<file path="config.mk">
export PLATFORM = sky130hd
export DESIGN_NAME = tmr_quad_unit
export DESIGN_NICKNAME = d
export VERILOG_FILES = /design/src/rtl/tmr_pkg.sv /design/src/rtl/tmr_edge_sync.sv /design/src/rtl/tmr_step_ctrl.sv /design/src/rtl/tmr_datapath.sv /design/src/rtl/tmr_quad_unit.sv
export SDC_FILE = /design/constraint.sdc
export NUM_CORES = 1
export LEC_CHECK = 0
export ABC_AREA = 1
export BUFFER_PORTS_ARGS = -buffer_cell sky130_fd_sc_hd__buf_2
export CORE_ASPECT_RATIO = 0.9
export CORE_UTILIZATION = 45
export CTS_CLUSTER_SIZE = 8
export DETAILED_ROUTE_END_ITERATION = 8
export PLACE_DENSITY_LB_ADDON = 0.05
export SYNTH_ARGS = -nofsm -noshare
export SYNTH_HDL_FRONTEND = slang
export SYNTH_HIERARCHICAL = 1
export SYNTH_SLANG_ARGS = --single-unit
</file>
<file path="constraint.sdc">
create_clock -name clk -period 1.7 [get_ports clk]
set_input_delay 0.425 -clock clk [delete_from_list [all_inputs] [get_ports clk]]
set_output_delay 0.425 -clock clk [all_outputs]
set_load 0.02 [all_outputs]
</file>
<file path="src/rtl/tmr_pkg.sv">
package tmr_pkg;

    parameter int BYTE_W = 8;
    parameter int PRE_W  = 5;
    parameter int SYNC_N = 2;

    localparam int PAIR_W = 2 * BYTE_W;

    typedef enum logic [1:0] {
        MODE_PRE13   = 2'd0,
        MODE_FULL16  = 2'd1,
        MODE_RELOAD8 = 2'd2,
        MODE_SPLIT   = 2'd3
    } tmr_mode_e;

    typedef struct packed {
        logic [BYTE_W-1:0] lo;
        logic [BYTE_W-1:0] hi;
    } tmr_pair_s;

    typedef struct packed {
        tmr_pair_s pair;
        logic      wrap_main;
        logic      wrap_hi;
    } tmr_next_s;

    function automatic logic all_ones_byte(input logic [BYTE_W-1:0] v);
        return &v;
    endfunction

endpackage

</file>
<file path="src/rtl/tmr_edge_sync.sv">
module tmr_edge_sync
    import tmr_pkg::*;
#(
    parameter int STAGES = SYNC_N
) (
    input  logic clk,
    input  logic rst,
    input  logic pin_i,
    output logic fall_o
);
    localparam int LAST = STAGES;

    logic [LAST:0] chain;

    always_ff @(posedge clk) begin
        if (rst) chain[0] <= 1'b1;
        else     chain[0] <= pin_i;
    end

    for (genvar g = 1; g <= LAST; g++) begin : g_stage
        always_ff @(posedge clk) begin
            if (rst) chain[g] <= 1'b1;
            else     chain[g] <= chain[g-1];
        end
    end

    // previous synchronized sample high, current one low
    assign fall_o = chain[LAST] & ~chain[LAST-1];

endmodule

</file>
<file path="src/rtl/tmr_step_ctrl.sv">
module tmr_step_ctrl (
    input  logic run_i,
    input  logic hi_run_i,
    input  logic ext_sel_i,
    input  logic gate_en_i,
    input  logic gate_i,
    input  logic tick_i,
    input  logic ext_fall_i,
    output logic main_step_o,
    output logic hi_step_o
);
    logic src_pulse;
    logic allowed;

    always_comb begin
        src_pulse   = ext_sel_i ? ext_fall_i : tick_i;
        allowed     = run_i & (~gate_en_i | gate_i);
        main_step_o = src_pulse & allowed;
        hi_step_o   = tick_i & hi_run_i;
    end

endmodule

</file>
<file path="src/rtl/tmr_datapath.sv">
module tmr_datapath
    import tmr_pkg::*;
(
    input  logic              clk,
    input  logic              rst,
    input  tmr_mode_e         mode,
    input  logic              main_step,
    input  logic              hi_step,
    input  logic              wr_lo,
    input  logic              wr_hi,
    input  logic [BYTE_W-1:0] wdata,
    input  logic              clr_ovf,
    input  logic              clr_ovf2,
    output tmr_pair_s         cur,
    output logic              ovf,
    output logic              ovf2
);
    tmr_next_s nxt;
    logic      any_wr;

    always_comb begin
        any_wr        = wr_lo | wr_hi;
        nxt.pair      = cur;
        nxt.wrap_main = 1'b0;
        nxt.wrap_hi   = 1'b0;
        unique case (mode)
            MODE_PRE13: begin
                if (main_step && !any_wr) begin
                    if (&cur.lo[PRE_W-1:0]) begin
                        nxt.pair.lo[PRE_W-1:0] = '0;
                        nxt.pair.hi            = cur.hi + BYTE_W'(1);
                        nxt.wrap_main          = all_ones_byte(cur.hi);
                    end else begin
                        nxt.pair.lo[PRE_W-1:0] = cur.lo[PRE_W-1:0] + PRE_W'(1);
                    end
                end
            end
            MODE_FULL16: begin
                if (main_step && !any_wr) begin
                    {nxt.pair.hi, nxt.pair.lo} = {cur.hi, cur.lo} + PAIR_W'(1);
                    nxt.wrap_main = all_ones_byte(cur.hi) & all_ones_byte(cur.lo);
                end
            end
            MODE_RELOAD8: begin
                if (main_step && !any_wr) begin
                    if (all_ones_byte(cur.lo)) begin
                        nxt.pair.lo   = cur.hi;
                        nxt.wrap_main = 1'b1;
                    end else begin
                        nxt.pair.lo = cur.lo + BYTE_W'(1);
                    end
                end
            end
            MODE_SPLIT: begin
                if (main_step && !wr_lo) begin
                    nxt.pair.lo   = cur.lo + BYTE_W'(1);
                    nxt.wrap_main = all_ones_byte(cur.lo);
                end
                if (hi_step && !wr_hi) begin
                    nxt.pair.hi = cur.hi + BYTE_W'(1);
                    nxt.wrap_hi = all_ones_byte(cur.hi);
                end
            end
            default: ;
        endcase
        if (wr_lo) nxt.pair.lo = wdata;
        if (wr_hi) nxt.pair.hi = wdata;
    end

    always_ff @(posedge clk) begin
        if (rst) begin
            cur  <= '0;
            ovf  <= 1'b0;
            ovf2 <= 1'b0;
        end else begin
            cur  <= nxt.pair;
            ovf  <= nxt.wrap_main | (ovf & ~clr_ovf);
            ovf2 <= nxt.wrap_hi | (ovf2 & ~clr_ovf2);
        end
    end

endmodule

</file>
<file path="src/rtl/tmr_quad_unit.sv">
module tmr_quad_unit
    import tmr_pkg::*;
(
    input  logic              clk,
    input  logic              rst,
    input  logic [1:0]        mode_i,
    input  logic              run_i,
    input  logic              hi_run_i,
    input  logic              ext_sel_i,
    input  logic              gate_en_i,
    input  logic              gate_i,
    input  logic              tick_i,
    input  logic              ext_i,
    input  logic              wr_lo_i,
    input  logic              wr_hi_i,
    input  logic [BYTE_W-1:0] wdata_i,
    input  logic              clr_ovf_i,
    input  logic              clr_ovf2_i,
    output logic [BYTE_W-1:0] cnt_lo_o,
    output logic [BYTE_W-1:0] cnt_hi_o,
    output logic              ovf_o,
    output logic              ovf2_o
);
    logic      ext_fall;
    logic      main_step;
    logic      hi_step;
    tmr_pair_s pair_q;
    tmr_mode_e mode_e;

    assign mode_e = tmr_mode_e'(mode_i);

    tmr_edge_sync #(.STAGES(SYNC_N)) u_sync (
        .clk    (clk),
        .rst    (rst),
        .pin_i  (ext_i),
        .fall_o (ext_fall)
    );

    tmr_step_ctrl u_ctrl (
        .run_i       (run_i),
        .hi_run_i    (hi_run_i),
        .ext_sel_i   (ext_sel_i),
        .gate_en_i   (gate_en_i),
        .gate_i      (gate_i),
        .tick_i      (tick_i),
        .ext_fall_i  (ext_fall),
        .main_step_o (main_step),
        .hi_step_o   (hi_step)
    );

    tmr_datapath u_dp (
        .clk       (clk),
        .rst       (rst),
        .mode      (mode_e),
        .main_step (main_step),
        .hi_step   (hi_step),
        .wr_lo     (wr_lo_i),
        .wr_hi     (wr_hi_i),
        .wdata     (wdata_i),
        .clr_ovf   (clr_ovf_i),
        .clr_ovf2  (clr_ovf2_i),
        .cur       (pair_q),
        .ovf       (ovf_o),
        .ovf2      (ovf2_o)
    );

    assign cnt_lo_o = pair_q.lo;
    assign cnt_hi_o = pair_q.hi;

endmodule

</file>
* After elaboration in Yosys (flattened, before gate mapping)
Cells that the tools add are included.
** Cells by class
- Add/sub/neg operators :: 4
- Muxes and demuxes :: 20
- Bitwise operators :: 15
- Reductions and logical operators :: 15
- Equality and inequality tests :: 11
** Operator list (count)
- 2-to-1 mux 8 bit :: 6
- != test 3 x 2 -> 1 bit, second input constant :: 8
- one-hot mux 8 bit (3 select lines) :: 1
- one-hot mux 5 bit (4 select lines) :: 1
- 2-to-1 mux 17 bit :: 1
- adder 16 x 1 -> 16 bit, second input constant :: 1
- adder 8 x 1 -> 8 bit, second input constant :: 2
- AND reduction 8 bit :: 2
- 2-to-1 mux 14 bit :: 1
- AND reduction 5 bit :: 2
- 2-to-1 mux 9 bit :: 1
- one-hot mux 3 bit (3 select lines) :: 1
- AND reduction 4 bit :: 2
- nonzero test 4 bit :: 2
- AND 1 bit :: 7
- 2-to-1 mux 1 bit :: 6
- adder 5 x 1 -> 5 bit, second input constant :: 1
- 2-to-1 mux 5 bit :: 1
- equality test 2 bit, second input constant :: 2
- inverter 1 bit :: 4
- bitwise OR 1 bit :: 4
- one-hot mux 1 bit (4 select lines) :: 1
- logical AND 1 bit :: 3
- zero test 1 bit :: 3
- other kinds (2) :: 2
** Word-level totals
- Input port bits :: 23
- Output and inout port bits :: 18
- Flip-flop bits (word level) :: 21
- Logic and storage cells :: 73

* Longest topological paths before layout
- Depth after elaboration :: 8
- Mapped depth :: 14
- Mapped depth without buffers :: 14

* Modules after synthesis
The synthesis kept the hierarchy.
** By module, submodules not included
- tmr_datapath :: instances 1, cells each 323, seq. area each 360.3 um^2, area each 1854.3 um^2
- tmr_edge_sync :: instances 1, cells each 12, seq. area each 60.1 um^2, area each 93.8 um^2
- tmr_step_ctrl :: instances 1, cells each 12, seq. area each 0.0 um^2, area each 47.5 um^2

* Least setup slack after synthesis
Ideal clock, no wire load.
- Path kind :: flip-flop to flip-flop
- From :: register u_dp/cur[8] (netlist bit)
- To :: register u_dp/cur[4] (netlist bit)
- Stages on the path, launching flop included :: 10
- Setup time :: 0.135 ns
- Setup slack :: 0.053 ns
- Required time :: 1.565 ns
- Path buffers :: 1
- Clock period less this slack :: 1.647 ns
- Arrival :: 1.512 ns
- Cells stage by stage :: dfxtp_1 ha_1 nand3_2 nor2_2 inv_2 nand3_2 nand3b_4 buf_6 a21boi_1 a21oi_1
** On the way
- Cells in the longest elaborated chain, start to end :: 4
- Elaborated cells on any way between the ends :: 7
- Classes of those cells :: add/sub: 1; eq/ne: 1; mux: 3; reduce/logical: 2
** RTL lines
- start: declaration :: line tmr_datapath.sv:14 : output tmr_pair_s cur,
- start signal: assignment :: line tmr_datapath.sv:76 : cur <= nxt.pair;
- adder 16 x 1 -> 16 bit :: line tmr_datapath.sv:40 : {nxt.pair.hi, nxt.pair.lo} = {cur.hi, cur.lo} + PAIR_W'(1);
- 2-to-1 mux 17 bit :: line tmr_datapath.sv:39 : if (main_step && !any_wr) begin
- one-hot mux 8 bit (3 select lines) :: line tmr_datapath.sv:26 : unique case (mode)
- 2-to-1 mux 8 bit :: line tmr_datapath.sv:67 : if (wr_hi) nxt.pair.hi = wdata;
Parallel ways exist; a longest one is shown, timed or not. The select of a mux whose other input is x is not followed.
A chain may end at the register's enable or synchronous reset.

* Final worst setup path
- From :: register u_sync.chain[2]
- To :: register u_dp/cur[0] (netlist bit)
** On the way
- Cells in the longest elaborated chain, start to end :: 6
- Elaborated cells on any way between the ends :: 7
- Classes of those cells :: eq/ne: 2; mux: 1; bitwise: 2; reduce/logical: 2
** RTL lines
- start: declaration :: line tmr_edge_sync.sv:13 : logic [LAST:0] chain;
- start signal: indexed assignment :: line tmr_edge_sync.sv:23 : else chain[g] <= chain[g-1];
- AND 1 bit * :: line tmr_edge_sync.sv:28 : assign fall_o = chain[LAST] & ~chain[LAST-1];
- named net ext_fall :: line tmr_quad_unit.sv:24 : logic ext_fall;
- 2-to-1 mux 1 bit * :: line tmr_step_ctrl.sv:16 : src_pulse = ext_sel_i ? ext_fall_i : tick_i;
- AND 1 bit * :: line tmr_step_ctrl.sv:18 : main_step_o = src_pulse & allowed;
- named net main_step :: line tmr_quad_unit.sv:25 : logic main_step;
- logical AND 1 bit * :: line tmr_datapath.sv:28, tmr_datapath.sv:39
- != test 3 x 2 -> 1 bit (no source line)
- AND reduction 5 bit (no source line) *
The timed path passes the listed nets; every way through them passes the cells marked *.

==> qor.csv <==
stage;metric;value;unit
final_layout;Layout area overhead;36.6;%
yosys;top cell type's share of synthesized area;21.1;%
yosys;Yosys top cell by area;dfxtp_1;
yosys;top-count cell post-synth;nand2_1;
routing;Residual DRC;0;
global_routing;vias in the first global route;2129;
sta;Final WS setup;-2.85;ps
pwr;worst vdd ir;0.000522;V
placement;IO buf count;40;
sta;Hold Vio Cnt, Final;0;
placement;Post-DP Area;0.00245;mm2
yosys;syn_nets;377;
sta;unrepaired setup endpoints after global routing;yes;
routing;drt pass-1 iters;5;
global_routing;GRT Overall Usage;27.1;%
yosys;Synth Cell Area;0.00200;mm2
die;I/O pins;41;
yosys;Cell variety after synth;36;
die;Initial Utilization;48.0;%
final_layout;final std cells w/o fill;481;
sta;Fmax;587;MHz
worst_setup_path;Crit Path Max Fanout;5;
die;Die X;72.2;um
sta;Final setup viols;2;
clock_tree;Clock Pin Slew Worst Setup and Hold Paths;80;ps
worst_setup_path;Critical Path Source Type;register;
yosys;FFs w/ async S/R, synth;0;%
clock_tree;Clock Sinks;21;
yosys;Synth Instances;347;
outcome;status;complete, but fails checks;
sta;clock period minus final worst setup slack;1700;ps
placement;dpl cells;470;
job;Max-cap violations;0;
sta;post-route clock period utilization;100;%
yosys;Top FF cell, synth;dfxtp_1;
final_layout;share of cells above drive strength 1;34.4;%
sta;TNS Setup;-3.53;ps
global_routing;total grt overflow;0;
pwr;pwr dens;530;mW/mm2
clock_tree;CTS max path bufs;2;
hold_path;Hold/Removal Path Class;input pin to register;
clock_tree;Num CTS Buffers;3;
routing;number of routed nets with antenna violations;0;
worst_setup_path;origin of the worst setup path;u_sync/chain[2];
die;Die ar.;0.00471;mm2
worst_setup_path;Worst Path Arrival;1910;ps
placement;routability cong.;0.898;
pwr;leakage;1.37;nW
worst_setup_path;CP endpoint kind;register;
die;Core Area;0.00416;mm2
outcome;failing checks;setup timing;
sta;normalized max-slew margin;67.9;%
routing;initial DRC count;224;
yosys;synth top area cells;dfxtp_1 21%, nand2_1 21%, nor2_1 10%;
final_layout;ANT cells;0;
routing;Post-Route WL;6620;um
routing;Avg WL per Cell;13.8;um
hold_path;Worst Hold Launch;ext_i;
die;FP Rows;22;
clock_tree;clk_lat worst skew;260;ps
yosys;register bit total from synthesis;21;
clock_tree;TritonCTS clock tree;built;
sta;Max Slew Vio Count;0;
sta;Final Skew;7.73;ps
yosys;EDFF count, synth;0;
yosys;Post-synth top cells;110 x nand2_1, 53 x nor2_1, 36 x inv_1;
worst_setup_path;critical path class;register to register;
global_routing;maximum number of pins on one net before global-route repair;20;
worst_setup_path;critical path required time;1900;ps
worst_setup_path;Worst R2R Start;u_sync/chain[2];
pwr;Pwr Total;0.00144;W
yosys;Avg Cell Area, Syn;5.75;um2
final_layout;Layout Nets;452;
sta;Hold WS;339;ps
routing;vias per cell;5.19;
clock_tree;# H-tree levels;1;
routing;via count;2495;
global_routing;antenna violations before repair;0;
yosys;sequential fraction of the synthesis area;21.1;%
final_layout;final instance area;0.00273;mm2
placement;DP HPWL;4630;um
clock_tree;Hold-fix buffers, CTS;0;
yosys;Ys Warns;6;
clock_tree;CTS root buf;clkbuf_8;
die;DIE HEIGHT;65.2;um
global_routing;first-pass GRT wire length;10100;um
sta;Slew @ Worst Pin;477;ps
## worst max-delay path: stages, from the launching register on
cell	delay [ps]
dfxtp_2	320
inv_2	30
nor2_2	90
inv_1	50
nand2_1	70
nand2_2	60
nor2_4	150
nand3_4	130
buf_6	140
a22oi_2	160
nand3_2	120
nand3b_1	200
a21oi_2	130
## final cells by class
cell class	count	area [um2]
Multi-Input combinational cell	276	1530
Tap cell	60	75.1
Timing Repair Buffer	77	485
Clock buffer	4	45.0
Inverter	43	164
Sequential cell	21	422
Fill cell	383	1430
## stage by stage
| step | util (%) | setup slack, ps |
|---|---|---|
| 2_1_floorplan | - | 53.3 |
| 3_3_place_gp | 59.1 | -86.3 |
| 3_5_place_dp | 59.1 | -121 |
| 4_1_cts | 60.4 | 33.0 |
| 5_1_grt | 65.6 | -143 |
| 6_report | 65.6 | -2.85 |
## repair_timing
item | in CTS | in global routing
gates cloned | 0 | 2
gates resized for setup | 2 | 45
buffers inserted | 0 | 5
setup endpoints to repair | 3 | 16
pin swaps | 0 | 19
## path summary, 6_finish.rpt
check                           slack [ps]              end  cells after the start
worst max-delay path                    -3      u_dp/cur[0]                     12
worst min-delay path                   340  u_sync/chain[0]                      3
worst max register to register          -3      u_dp/cur[0]                     12
worst min register to register         410  u_sync/chain[1]                      2
## placed cells by master, fill, tap and decap left out, types with 2 or more instances in the layout
| master | Yosys | layout |
|---|---|---|
| buf_2 | 3 | 40 |
| nor2_1 | 53 | 43 |
| nand3_2 | 4 | 5 |
| a21oi_1 | 23 | 20 |
| dfxtp_1 | 21 | 20 |
| a21o_1 | 2 | 2 |
| nand3_1 | 29 | 26 |
| nand3b_4 | 1 | 2 |
| clkbuf_8 | 0 | 3 |
| inv_2 | 6 | 7 |
| nor2_2 | 9 | 16 |
| inv_1 | 36 | 35 |
| o21ai_1 | 2 | 2 |
| a21oi_2 | 3 | 6 |
| buf_4 | 1 | 35 |
| nor2_4 | 1 | 4 |
| nand2_1 | 110 | 98 |
| nand4_1 | 7 | 7 |
| nand2_2 | 3 | 14 |
| nand3_4 | 0 | 3 |
| xor2_1 | 7 | 7 |
| ha_1 | 7 | 7 |
| buf_6 | 2 | 2 |
## cells by family (layout without fill, tap and decap cells)
kind of cell / after synthesis / in the layout / share of synthesized area [%]
simple gates: 219 / 221 / 48.2
flops: 21 / 21 / 21.1
xor+xnor: 8 / 8 / 3.51
compound gates: 40 / 40 / 11.9
buf+inv: 52 / 124 / 11.0
fa+ha+maj: 7 / 7 / 4.39
## registers in the layout (all words and copies together) (netlist names)
| name | flops |
|---|---|
| u_dp/cur | 16 |
| u_sync/chain | 3 |
| u_dp/ovf | 1 |
| u_dp/ovf2 | 1 |
## layer usage
layer  track usage, %  wire length (um)
met1             39.3              3030
met2             42.9              3050
met3             3.83               481
met4             4.90                55
met5                0                 0
## report_power, final
group,internal (W),switching [W],leakage (nW)
clock,0.000167,0.000168,0.0228
combinational,0.000217,0.000330,1.18
sequential,0.000524,0.0000377,0.172
total,0.000908,0.000536,1.37
Power figures use the tool's default switching activity.
